[config.mk]
export PLATFORM = sky130hd
export DESIGN_NAME = iv_unique_gen
export DESIGN_NICKNAME = d
export VERILOG_FILES = /design/src/rtl/iv_gen_pkg.sv /design/src/rtl/iv_id_latch.sv /design/src/rtl/iv_seq_counter.sv /design/src/rtl/iv_seq_lfsr.sv /design/src/rtl/iv_issue_ctrl.sv /design/src/rtl/iv_unique_gen.sv
export SDC_FILE = /design/constraint.sdc
export NUM_CORES = 1
export LEC_CHECK = 0
export ABC_AREA = 1
export BUFFER_PORTS_ARGS = -buffer_cell sky130_fd_sc_hd__buf_2
export CAP_MARGIN = 20
export CORE_ASPECT_RATIO = 2
export CORE_MARGIN = 3
export CORE_UTILIZATION = 30
export CTS_BUF_LIST = sky130_fd_sc_hd__clkbuf_2
export CTS_CLUSTER_DIAMETER = 30
export DETAILED_ROUTE_END_ITERATION = 7
export GPL_ROUTABILITY_DRIVEN = 0
export HOLD_SLACK_MARGIN = 0.06
export SLEW_MARGIN = 20
export SYNTH_ARGS = -nofsm -noshare
export SYNTH_HDL_FRONTEND = slang
export SYNTH_SLANG_ARGS = --single-unit
export TNS_END_PERCENT = 20
[constraint.sdc]
create_clock -name clk -period 1.7 [get_ports clk]
set_input_delay 0.17 -clock clk [delete_from_list [all_inputs] [get_ports clk]]
set_output_delay 0.17 -clock clk [all_outputs]
set_load 0.02 [all_outputs]
[src/rtl/iv_gen_pkg.sv]
package iv_gen_pkg;

  typedef enum logic [0:0] {
    SEQ_COUNT = 1'b0,
    SEQ_LFSR  = 1'b1
  } seq_mode_e;

  localparam int unsigned ID_PORT_W = 8;

  // Feedback positions (1-based) of a maximal-length XOR shift register.
  // Unused slots are zero.
  function automatic logic [63:0] lfsr_taps(input int unsigned n);
    int unsigned p0, p1, p2, p3;
    logic [63:0] m;
    p0 = 0; p1 = 0; p2 = 0; p3 = 0;
    case (n)
      2:  begin p0 = 2;  p1 = 1;  end
      3:  begin p0 = 3;  p1 = 2;  end
      4:  begin p0 = 4;  p1 = 3;  end
      5:  begin p0 = 5;  p1 = 3;  end
      6:  begin p0 = 6;  p1 = 5;  end
      7:  begin p0 = 7;  p1 = 6;  end
      8:  begin p0 = 8;  p1 = 6;  p2 = 5;  p3 = 4;  end
      9:  begin p0 = 9;  p1 = 5;  end
      10: begin p0 = 10; p1 = 7;  end
      11: begin p0 = 11; p1 = 9;  end
      12: begin p0 = 12; p1 = 6;  p2 = 4;  p3 = 1;  end
      13: begin p0 = 13; p1 = 4;  p2 = 3;  p3 = 1;  end
      14: begin p0 = 14; p1 = 5;  p2 = 3;  p3 = 1;  end
      15: begin p0 = 15; p1 = 14; end
      16: begin p0 = 16; p1 = 15; p2 = 13; p3 = 4;  end
      17: begin p0 = 17; p1 = 14; end
      18: begin p0 = 18; p1 = 11; end
      19: begin p0 = 19; p1 = 6;  p2 = 2;  p3 = 1;  end
      20: begin p0 = 20; p1 = 17; end
      21: begin p0 = 21; p1 = 19; end
      22: begin p0 = 22; p1 = 21; end
      23: begin p0 = 23; p1 = 18; end
      24: begin p0 = 24; p1 = 23; p2 = 22; p3 = 17; end
      28: begin p0 = 28; p1 = 25; end
      31: begin p0 = 31; p1 = 28; end
      32: begin p0 = 32; p1 = 22; p2 = 2;  p3 = 1;  end
      56: begin p0 = 56; p1 = 55; p2 = 35; p3 = 34; end
      57: begin p0 = 57; p1 = 50; end
      58: begin p0 = 58; p1 = 39; end
      59: begin p0 = 59; p1 = 58; p2 = 38; p3 = 37; end
      60: begin p0 = 60; p1 = 59; end
      61: begin p0 = 61; p1 = 60; p2 = 46; p3 = 45; end
      62: begin p0 = 62; p1 = 61; p2 = 6;  p3 = 5;  end
      63: begin p0 = 63; p1 = 62; end
      64: begin p0 = 64; p1 = 63; p2 = 61; p3 = 60; end
      default: begin p0 = 0; end
    endcase
    m = '0;
    if (p0 != 0) m[p0-1] = 1'b1;
    if (p1 != 0) m[p1-1] = 1'b1;
    if (p2 != 0) m[p2-1] = 1'b1;
    if (p3 != 0) m[p3-1] = 1'b1;
    return m;
  endfunction

endpackage

[src/rtl/iv_id_latch.sv]
module iv_id_latch
  import iv_gen_pkg::*;
(
  input  logic                 clk,
  input  logic                 rst,
  input  logic [ID_PORT_W-1:0] id_in,
  output logic [ID_PORT_W-1:0] id_q
);

  // Identifier is only loaded while reset is held; afterwards it is frozen.
  always_ff @(posedge clk) begin
    if (rst) id_q <= id_in;
  end

endmodule

[src/rtl/iv_seq_counter.sv]
module iv_seq_counter #(
  parameter int unsigned SEQ_W = 60
) (
  input  logic             clk,
  input  logic             rst,
  input  logic             adv,
  output logic [SEQ_W-1:0] seq,
  output logic             last
);

  logic [SEQ_W-1:0] seq_q;

  always_ff @(posedge clk) begin
    if (rst)      seq_q <= '0;
    else if (adv) seq_q <= seq_q + 1'b1;
  end

  assign seq  = seq_q;
  // The all-ones value is the final one before the count would wrap.
  assign last = &seq_q;

endmodule

[src/rtl/iv_seq_lfsr.sv]
module iv_seq_lfsr
  import iv_gen_pkg::*;
#(
  parameter int unsigned SEQ_W = 60,
  parameter logic [63:0] SEED  = 64'd1
) (
  input  logic             clk,
  input  logic             rst,
  input  logic             adv,
  output logic [SEQ_W-1:0] seq,
  output logic             last
);

  localparam logic [63:0]      TAP_ALL  = lfsr_taps(SEQ_W);
  localparam logic [SEQ_W-1:0] TAP_MASK = TAP_ALL[SEQ_W-1:0];
  localparam logic [SEQ_W-1:0] START    = SEED[SEQ_W-1:0];

  logic [SEQ_W-1:0] seq_q;
  logic [SEQ_W-1:0] seq_nx;
  logic             fb;

  // Feedback depth is one XOR tree over at most four bits, whatever the width.
  always_comb begin
    fb     = ^(seq_q & TAP_MASK);
    seq_nx = {seq_q[SEQ_W-2:0], fb};
  end

  always_ff @(posedge clk) begin
    if (rst)      seq_q <= START;
    else if (adv) seq_q <= seq_nx;
  end

  assign seq  = seq_q;
  // The cycle closes when the successor would be the start value again.
  assign last = (seq_nx == START);

endmodule

[src/rtl/iv_issue_ctrl.sv]
module iv_issue_ctrl (
  input  logic clk,
  input  logic rst,
  input  logic take,
  input  logic last,
  output logic live,
  output logic done
);

  logic live_q;
  logic done_q;

  always_ff @(posedge clk) begin
    if (rst) begin
      live_q <= 1'b0;
      done_q <= 1'b0;
    end else begin
      live_q <= 1'b1;
      if (take && last) done_q <= 1'b1;
    end
  end

  assign live = live_q;
  assign done = done_q;

endmodule

[src/rtl/iv_unique_gen.sv]
module iv_unique_gen
  import iv_gen_pkg::*;
#(
  parameter int unsigned IV_W = 64,
  parameter int unsigned ID_W = 4,
  parameter seq_mode_e   MODE = SEQ_COUNT,
  parameter logic [63:0] SEED = 64'd1
) (
  input  logic                 clk,
  input  logic                 rst,
  input  logic [ID_PORT_W-1:0] core_id,
  output logic                 iv_valid,
  input  logic                 iv_ready,
  output logic [IV_W-1:0]      iv_data,
  output logic                 exhausted
);

  localparam int unsigned SEQ_W = IV_W - ID_W;
  localparam logic [ID_PORT_W-1:0] ID_MASK =
      ID_PORT_W'((9'd1 << ID_W) - 9'd1);

  logic [ID_PORT_W-1:0] id_q;
  logic [SEQ_W-1:0]     seq;
  logic                 last;
  logic                 live;
  logic                 done;
  logic                 take;

  iv_id_latch u_id (
    .clk   (clk),
    .rst   (rst),
    .id_in (core_id),
    .id_q  (id_q)
  );

  generate
    if (MODE == SEQ_LFSR) begin : g_lfsr
      iv_seq_lfsr #(.SEQ_W(SEQ_W), .SEED(SEED)) u_seq (
        .clk  (clk),
        .rst  (rst),
        .adv  (take),
        .seq  (seq),
        .last (last)
      );
    end else begin : g_count
      iv_seq_counter #(.SEQ_W(SEQ_W)) u_seq (
        .clk  (clk),
        .rst  (rst),
        .adv  (take),
        .seq  (seq),
        .last (last)
      );
    end
  endgenerate

  iv_issue_ctrl u_ctrl (
    .clk  (clk),
    .rst  (rst),
    .take (take),
    .last (last),
    .live (live),
    .done (done)
  );

  assign iv_valid  = live & ~done;
  assign take      = iv_valid & iv_ready;
  assign exhausted = done;

  // Identifier shifted above the sequence; with ID_W = 0 the mask clears it.
  assign iv_data = (IV_W'(id_q & ID_MASK) << SEQ_W) | IV_W'(seq);

endmodule

==> results by stage, run 1 <==
Hold path:
- In this run the most critical hold path is launched from rst.
- The path with the worst hold slack has its endpoint at u_ctrl.live$_DFF_P_.
- The path class of the tightest hold or removal check is in -> reg.
- The depth of the worst hold-timing path is 3.

Route:
- The final routed DRC violation total is 0.
- The per-cell via count in the routed design is 4.968.
- For this block, the routed nets add up to 13.55 mm of wire.
- The first TritonRoute pass finished after 5 iterations.
- For this block, the initial DRC count from the detailed router was 250.
- The number of nets with antenna violations after routing is 0.
- Across all layers, the routed design uses 4,397 vias.
- The detail-routed net length per standard cell is 15.31 um.

Floorplanning:
- From left edge to right edge, the die measures 84.67 um.
- The floorplan step defined a core boundary enclosing 11,910 um2.
- The die outline height is 163.3 um.
- The die footprint is 13,830 um2.
- The starting density of the core is 31.18%.
- The count of standard-cell rows is 56.
- During I/O placement, the number of pins put on the boundary was 77.

Timing:
- The worst path in the final design needs a cycle of 1.698 ns, including I/O delays and setup.
- The part of the cycle the worst path needs is 99.86%.
- The total count of hold-check failures in the final report came to 0.
- After routing, the total negative slack on setup checks comes to 0 ns.
- The worst-case clock skew is 0.02312 ns.
- The number of max-slew violations in the final report is 0.
- The minimum setup slack in the final design is 0.002333 ns.
- The final-report setup violation count is 0.
- The highest clock frequency the design can meet is 0.5890 GHz.
- The pin slew with the least headroom to its limit is 0.4245 ns.
- The relative slew slack is 71.70%.
- Across all hold checks on the routed design, the worst slack comes to 0.1145 ns.
- Setup repair after global routing could not meet its margin everywhere.

Final layout:
- Counting the fill cells in the layout gives 1,296.
- Across the whole layout, storage elements account for 1386 um2.
- The area of the multi-input gates is 2151 um2.
- Leaving out filler cells and counting taps, the final layout contains 885.
- The net total in the final layout is 746.
- The final non-filler cell area is 5006 um2.
- Measured on the finished design, the core utilization comes to 42.03%.
- The area growth from synthesis to layout is 34.80%.
- The post-route netlist has 28.55% of its cells at a drive strength greater than 1.

Place:
- Detailed placement ended at an HPWL of 10.42 mm.
- The count of port buffers added during placement is 72.
- The worst slack at placement is -0.1183 ns.
- In this run the cell area measured after placement is 4606 um2.
- Once placement completed, the tool counted placed cells totaling 856.

CTS:
- The clock reaches the later pin of the worst-skew pair after 0.56 ns.
- The number of CTS-inserted buffers is 9.
- TritonCTS built the clock tree.
- The maximum level of the CTS H-tree is 3.
- The maximum clock insertion buffer count is 2.
- For this design, the sink count on the clock tree is 66.
- The clock tree root driver cell is sky130_fd_sc_hd__clkbuf_2.
- Clock-pin slew was measured on the worst setup and hold paths at 0.21 ns.

Power and ir drop:
- In this run the power spent charging and discharging nets is 0.7327 mW.
- Per report_power, the combinational group accounts for 4.3% of the total.
- The overall power of the completed layout is 2.682 mW.
- The internal power of the cells totals 1.949 mW.
- Of the total power, the share spent switching nets is 27.32%.
- In this run the power density over the cells is 535.8 nW/um2.
- For this design the static power due to leakage is 2.171 nW.
- VDD sags by at most 0.2423 mV.
- The sequential power share is 59.0%.
- The clock network fraction of total power is 36.7%.

Global routing:
- Entering global routing, the biggest net connects 38 pins.
- The number of global-route vias before repair is 4,363.
- The total overflow left after global routing is 0.
- The initial antenna violation count is 1.
- For this run, the total global-route usage over all layers was measured as 19.61%.
- The wire length of the first global-routing pass is 20.96 mm.

Yosys:
- The cell type with the largest total area after synthesis is sky130_fd_sc_hd__dfxtp_1.
- The distinct cell type count of the synthesized netlist is 33.
- Yosys attributes the largest share of cell area to sky130_fd_sc_hd__dfxtp_1 (33%), sky130_fd_sc_hd__nand2_1 (17%), sky130_fd_sc_hd__nor2_1 (13%), sky130_fd_sc_hd__inv_1 (8.0%), sky130_fd_sc_hd__nand3_1 (4.3%).
- Synthesis handed over a netlist of 594 instances.
- The primary flip-flop cell chosen by synthesis mapping is sky130_fd_sc_hd__dfxtp_1.
- In the post-synthesis netlist, the cell with the most instances is sky130_fd_sc_hd__nand2_1.
- The share of synthesized area in the top cell type comes to 33.42%.
- Of the synthesized area, sequential elements account for 36.66%.
- The netlist area before placement is 3714 um2.
- After synthesis the netlist holds a flip-flop and latch count of 66.
- Of all flip-flops after synthesis, the portion carrying an async set or reset was 0%.
- The net count of the mapped netlist is 606.
- The synthesized design contains 4 enable-type register cells.
- The count of warnings emitted by yosys is 0.
- After synthesis, the most frequently instantiated cells are sky130_fd_sc_hd__nand2_1 (167), sky130_fd_sc_hd__nor2_1 (133), sky130_fd_sc_hd__inv_1 (79).
- Each instance of the synthesized netlist takes up on average 6.252 um2.

Critical path:
- The buffer and inverter count on the worst path is 1.
- In this run the critical register-to-register path is launched from g_count.u_seq.seq[1]$_SDFFE_PP0P_.
- At the worst endpoint, the required time is 2.18 ns.
- The top fanout value on the critical path is 4.
- The category of the worst setup path capture point is a register.
- On the critical path, the stage with the largest delay is an instance of sky130_fd_sc_hd__dfxtp_2.
- The cell family contributing the most delay on the critical path is simple AND/OR/NAND/NOR gates.
- The critical path goes through buf_4, nand3_1, nor2_4, nand3_2, nor2_4, nand3_1, o21ai_0, nor2_1.
- The capture instance of the worst register-to-register path is g_count.u_seq.seq[49]$_SDFFE_PP0P_.
- The instance count on the critical path is 8.
- Setup slack on the worst reg-to-reg path comes out at 0.002 ns.
- For the worst setup path, the data arrival time is 2.18 ns.
- The worst reg2reg path depth is 8.
- The startpoint type of the worst setup path is a register.
- The category of the critical setup timing path is reg -> reg.
- On the worst path, the slowest cell contributes a delay of 0.40 ns.

Flow run:
- The number of violations of the max-capacitance limit is 0.

Outcome:
- The flow ran to the end, and the final reports show no timing, DRC or antenna violations.
## power by group through the flow
stage,registers (mW),logic (mW),clock network (mW)
6_report,1.58,0.115,0.985
2_1_floorplan,1.63,0.0474,0
3_5_place_dp,1.61,0.104,0
3_3_place_gp,1.61,0.102,0
5_1_grt,1.59,0.127,1.08
4_1_cts,1.58,0.113,1.02
## worst register-to-register path, cell delays in order (launching register included)
cell,delay (ns)
sky130_fd_sc_hd__dfxtp_2,0.40
sky130_fd_sc_hd__buf_4,0.13
sky130_fd_sc_hd__nand3_1,0.11
sky130_fd_sc_hd__nor2_4,0.21
sky130_fd_sc_hd__nand3_2,0.16
sky130_fd_sc_hd__nor2_4,0.16
sky130_fd_sc_hd__nand3_1,0.19
sky130_fd_sc_hd__o21ai_0,0.21
sky130_fd_sc_hd__nor2_1,0.06
## logic make-up after synthesis
family	synth area share (%)
simple gates	45.35
flops	36.66
xor+xnor	1.415
fa+ha+maj	0.3369
compound gates	7.176
buf+inv	9.063
## registers in the layout (all words and copies together) (netlist names)
signal             cells
g_count.u_seq.seq     60
u_id.id_q              4
u_ctrl.done            1
u_ctrl.live            1
## what timing repair did
action,CTS,global route
hold endpoints to repair,7,0
gates resized for setup,11,48
pin swaps,1,11
endpoints found under the setup margin,15,43
buffers inserted,1,6
hold buffers,5,0
## layer usage
metal	share of wire, %	routed length (um)	vias to the layer above	GRT usage, %
li1	-	-	2152	-
met1	32	4382	2011	17.71
met2	55	7503	170	37.26
met3	4.8	644	64	3.332
met4	7.5	1021	0	15.35
met5	0	0	-	0
## layout by cell type, fill, tap and decap left out, types with 2 or more instances in the layout
cell type	instances
sky130_fd_sc_hd__nand2_2	3
sky130_fd_sc_hd__dlygate4sd3_1	5
sky130_fd_sc_hd__o21bai_1	3
sky130_fd_sc_hd__nor2_2	10
sky130_fd_sc_hd__clkinv_1	2
sky130_fd_sc_hd__clkbuf_2	9
sky130_fd_sc_hd__dfxtp_2	20
sky130_fd_sc_hd__nand3b_1	2
sky130_fd_sc_hd__nand2_1	164
sky130_fd_sc_hd__nor2_1	120
sky130_fd_sc_hd__nand4_1	20
sky130_fd_sc_hd__buf_4	56
sky130_fd_sc_hd__clkinvlp_4	4
sky130_fd_sc_hd__edfxtp_1	4
sky130_fd_sc_hd__nand3_2	4
sky130_fd_sc_hd__nor3_2	4
sky130_fd_sc_hd__o21a_1	2
sky130_fd_sc_hd__buf_2	72
sky130_fd_sc_hd__nor2_4	12
sky130_fd_sc_hd__inv_1	76
sky130_fd_sc_hd__o21ai_0	16
sky130_fd_sc_hd__a21oi_1	26
sky130_fd_sc_hd__xor2_1	5
sky130_fd_sc_hd__dfxtp_1	42
sky130_fd_sc_hd__nand3_4	2
sky130_fd_sc_hd__nor3_1	6
sky130_fd_sc_hd__nor3_4	2
sky130_fd_sc_hd__inv_2	3
sky130_fd_sc_hd__nand2_4	3
sky130_fd_sc_hd__nand3_1	28
## how the worst max path moves through the flow
stage,startpoint,endpoint
floorplan,g_count.u_seq.seq[1]$_SDFFE_PP0P_,g_count.u_seq.seq[50]$_SDFFE_PP0P_
global placement,g_count.u_seq.seq[7]$_SDFFE_PP0P_,g_count.u_seq.seq[50]$_SDFFE_PP0P_
detailed placement,g_count.u_seq.seq[0]$_SDFFE_PP0P_,g_count.u_seq.seq[50]$_SDFFE_PP0P_
CTS,g_count.u_seq.seq[0]$_SDFFE_PP0P_,g_count.u_seq.seq[50]$_SDFFE_PP0P_
global route,g_count.u_seq.seq[1]$_SDFFE_PP0P_,g_count.u_seq.seq[56]$_SDFFE_PP0P_
finish,g_count.u_seq.seq[1]$_SDFFE_PP0P_,g_count.u_seq.seq[49]$_SDFFE_PP0P_
## layout make-up
cell class                      instances  area share [%]
Tap cell                              145           3.624
Timing Repair Buffer                  135           17.22
Clock inverter                          7           1.400
Sequential cell                        66           27.69
Inverter                               81           6.148
Multi-Input combinational cell        441           42.96
Clock buffer                            9          0.8998
Antenna cell                            1         0.04999
(Power assumes the default switching activity.)
==> inputs of run 2 (changes only) <==
--- a/config.mk
+++ b/config.mk
@@ -15,9 +15,10 @@
 export CTS_CLUSTER_DIAMETER = 30
 export DETAILED_ROUTE_END_ITERATION = 7
 export GPL_ROUTABILITY_DRIVEN = 0
-export HOLD_SLACK_MARGIN = 0.06
+export HOLD_SLACK_MARGIN = 0.05
 export SLEW_MARGIN = 20
 export SYNTH_ARGS = -nofsm -noshare
 export SYNTH_HDL_FRONTEND = slang
+export SYNTH_HIERARCHICAL = 1
 export SYNTH_SLANG_ARGS = --single-unit
 export TNS_END_PERCENT = 20
==> run 2 against run 1 <==
The flow now finishes with violations (setup timing). Clock power fell by 22%. Non-clock buffer count rose by 22. First-iteration DRC count fell by 18%. Setup slack got worse by 0.0035 ns. Cell count fell by 1.2%. Wire length fell by 5.5%. Global-route usage fell by 0.92 points. Critical endpoint is now u_ctrl/done$_SDFFE_PP0P_. Largest cell class unchanged.
==> results by stage, run 2 <==
Yosys:
- The net count of the mapped netlist came to 574 (-5.3%).
- The netlist area before placement came to 3637 um2 (-2.1%).
- The number of cells produced by synthesis is 562 (-5.4%).
- The synthesized area divided by synthesized cell count is 6.472 um2 (+3.5%).
- The count of warnings emitted by yosys is 6 (+6).

Hold path:
- The path category of the worst min-delay check is in -> reg.

Final layout:
- The filler cell count in the final layout is 1,266 (-2.3%).
- The leading cell type in the layout, fill and taps excluded is sky130_fd_sc_hd__nand2_1.
- The number of flip-flops in the largest register came to 60 (unchanged).
- The net total in the final layout is 735 (-1.5%).
- The library cells used most frequently in the layout, excluding fill and tap cells, are sky130_fd_sc_hd__nand2_1 (135), sky130_fd_sc_hd__nor2_1 (111), sky130_fd_sc_hd__buf_4 (79), sky130_fd_sc_hd__buf_2 (72), sky130_fd_sc_hd__inv_1 (51).
- The layout cell share with drive strength beyond 1 is 35.99% (+7.4 points).
- The final non-filler cell area is 5085 um2 (+1.6%).
- The area growth from synthesis to layout is 39.80%.

Global routing:
- The largest net degree at the start of global routing was 24 (-37%).
- The layer flagged by global routing as most heavily used is met2.
- The wire length of the first global-routing pass is 19.62 mm (-6.4%).
- The global-route met1 utilization is 17.00% (-0.71 points).
- The global router's overall resource usage is 18.69% (-0.92 points).
- The met2 usage in global routing was 35.93% (-1.3 points).
- The met3 track utilization from global routing is 3.147% (-0.18 points).
- The number of global-route vias before repair is 4,064 (-6.9%).
- The remaining global-route overflow is 0 (unchanged).
- The initial antenna violation count came to 1 (unchanged).

Route:
- The routed wire length is 12.81 mm (-5.5%).
- The per-cell via count in the routed design is 4.832 (-2.7%).
- The number of nets with antenna violations after routing is 0 (unchanged).
- The number of optimization iterations in the first detailed-route pass is 5 (unchanged).
- The detail-routed net length per standard cell is 14.65 um (-4.3%).
- The iteration-0 DRC count of the detailed router came to 206 (-18%).
- The detailed-route via count is 4,223 (-4.0%).
- The final routed DRC violation total was 0 (unchanged).

Place:
- The count of port buffers added during placement came to 72 (unchanged).
- The worst slack at placement is -0.2170 ns (-0.09876 ns).
- The sum of net half-perimeters after detailed placement is 10.26 mm (-1.5%).
- The post-placement cell area is 4728 um2 (+2.7%).

Floorplanning:
- The count of pins on the block boundary is 77 (unchanged).
- The starting density of the core is 30.90% (-0.28 points).
- The count of standard-cell rows came to 56 (unchanged).
- The area of the core region is 11,770 um2 (-1.2%).
- The die footprint is 13,560 um2 (-1.9%).
- The die outline height was 161.7 um (-0.99%).
- The overall die width is 83.86 um (-0.96%).

Timing:
- The part of the cycle the worst path needs is 100.1% (+0.21 points).
- The final-report setup violation count is 1 (+1).
- The pin slew with the least headroom to its limit was 0.3913 ns (-0.03320 ns).
- The minimum setup slack in the final design is -0.001206 ns (-0.003540 ns).
- The highest clock frequency the design can meet came to 0.5878 GHz (-0.21%).
- The total count of hold-check failures in the final report is 0 (unchanged).
- The summed negative setup slack over all endpoints came to -0.001206 ns (-0.001206 ns).
- Setup repair after global routing could not meet its margin everywhere.
- The relative slew slack is 73.71% (+2.0 points).
- The worst-case clock skew is 0.03054 ns (+0.007414 ns).
- The number of max-slew violations in the final report was 0 (unchanged).
- The time the final worst path needs with I/O delays and setup is 1.701 ns (+0.003540 ns).
- The final hold slack was 0.1721 ns (+0.05761 ns).

CTS:
- The maximum level of the CTS H-tree is 3 (unchanged).
- The maximum clock insertion buffer count is 2 (unchanged).
- The clock-pin slew of the registers on the worst-case setup and hold paths was 0.16 ns (-0.05 ns).
- The number of CTS-inserted buffers is 9 (unchanged).
- Clock tree synthesis selected as its root buffer the cell sky130_fd_sc_hd__clkbuf_2.
- The CTS tree is done.
- The source-to-sink clock delay at the later pin of the worst-skew pair is 0.55 ns (about the same).
- The sink count of the clock tree is 66 (unchanged).

Flow run:
- The number of violations of the max-capacitance limit is 0 (unchanged).

Critical path:
- The top fanout value on the critical path is 4 (unchanged).
- The required time of the critical path is 2.17 ns (about the same).
- STA classifies the critical path endpoint as a register.
- The arrival time reported for the critical path endpoint came to 2.17 ns (about the same).
- The critical path is of the reg -> reg type.
- The startpoint type of the worst setup path is a register.

Power and ir drop:
- The overall power of the completed layout is 2.483 mW (-7.4%).
- The power density over the cells is 488.3 nW/um2 (-8.9%).
- The worst vdd rail ir drop was 0.2625 mV (+8.3%).
- The leakage power of the design is 2.140 nW (-1.4%).

Outcome:
- The run finished, with violations left.
- The checks that failed: setup timing.
## run 2: repair_timing
item,in CTS,in global routing
endpoints found under the hold margin,6,0
gates resized for setup,11,64
pin swaps,1,9
setup buffers,0,3
setup endpoints to repair,5,31
hold buffers,5,0
## run 2: report_power, final
group,leakage (nW),internal [mW],switching (mW)
Combinational,1.53,0.0480,0.0839
Sequential,0.553,1.58,0.00497
Clock,0.0582,0.186,0.584
## run 2: worst paths after layout
kind / start / endpoint / slack, ns / cells after the start
setup / recovery: g_count.u_seq/seq[1]$_SDFFE_PP0P_ / u_ctrl/done$_SDFFE_PP0P_ / -0.001 / 9
hold / removal: iv_ready / g_count.u_seq/seq[1]$_SDFFE_PP0P_ / 0.17 / 6
setup reg to reg: g_count.u_seq/seq[1]$_SDFFE_PP0P_ / u_ctrl/done$_SDFFE_PP0P_ / -0.001 / 9
hold reg to reg: g_count.u_seq/seq[10]$_SDFFE_PP0P_ / g_count.u_seq/seq[10]$_SDFFE_PP0P_ / 0.47 / 1
## run 2: worst max-delay path: stages, from the launching register on
cell and delay (ns):
sky130_fd_sc_hd__dfxtp_2 0.37, sky130_fd_sc_hd__ha_2 0.21, sky130_fd_sc_hd__nand3_2 0.09, sky130_fd_sc_hd__nor2_2 0.14, sky130_fd_sc_hd__nand4_1 0.11, sky130_fd_sc_hd__buf_4 0.18
sky130_fd_sc_hd__nor3b_4 0.23, sky130_fd_sc_hd__buf_4 0.14, sky130_fd_sc_hd__nand2_1 0.06, sky130_fd_sc_hd__a21oi_2 0.11
## run 2: per-layer routing
layer / wire [um] / up-vias
li1: - / 2112
met1: 4378 / 1951
met2: 7230 / 119
met3: 422 / 41
met4: 773 / 0
met5: 0 / -
## run 2: final cells by class
class | count | area (um2) | area share [%]
well taps | 145 | 181.4 | 3.568
clock inverters | 5 | 21.27 | 0.4183
inverters | 53 | 201.4 | 3.962
clock buffers | 11 | 55.05 | 1.083
flip-flops and latches | 66 | 1396 | 27.46
multi-input cells | 436 | 2208 | 43.43
diodes | 1 | 2.502 | 0.04921
repair buffers | 157 | 1018 | 20.03
## run 2: metrics by stage
stage          utilization [%]  std cells
5_1_grt                  43.20        874
2_1_floorplan                -        562
6_report                 43.20        874
3_5_place_dp             40.17        849
3_3_place_gp             40.17        849
4_1_cts                  41.56        870
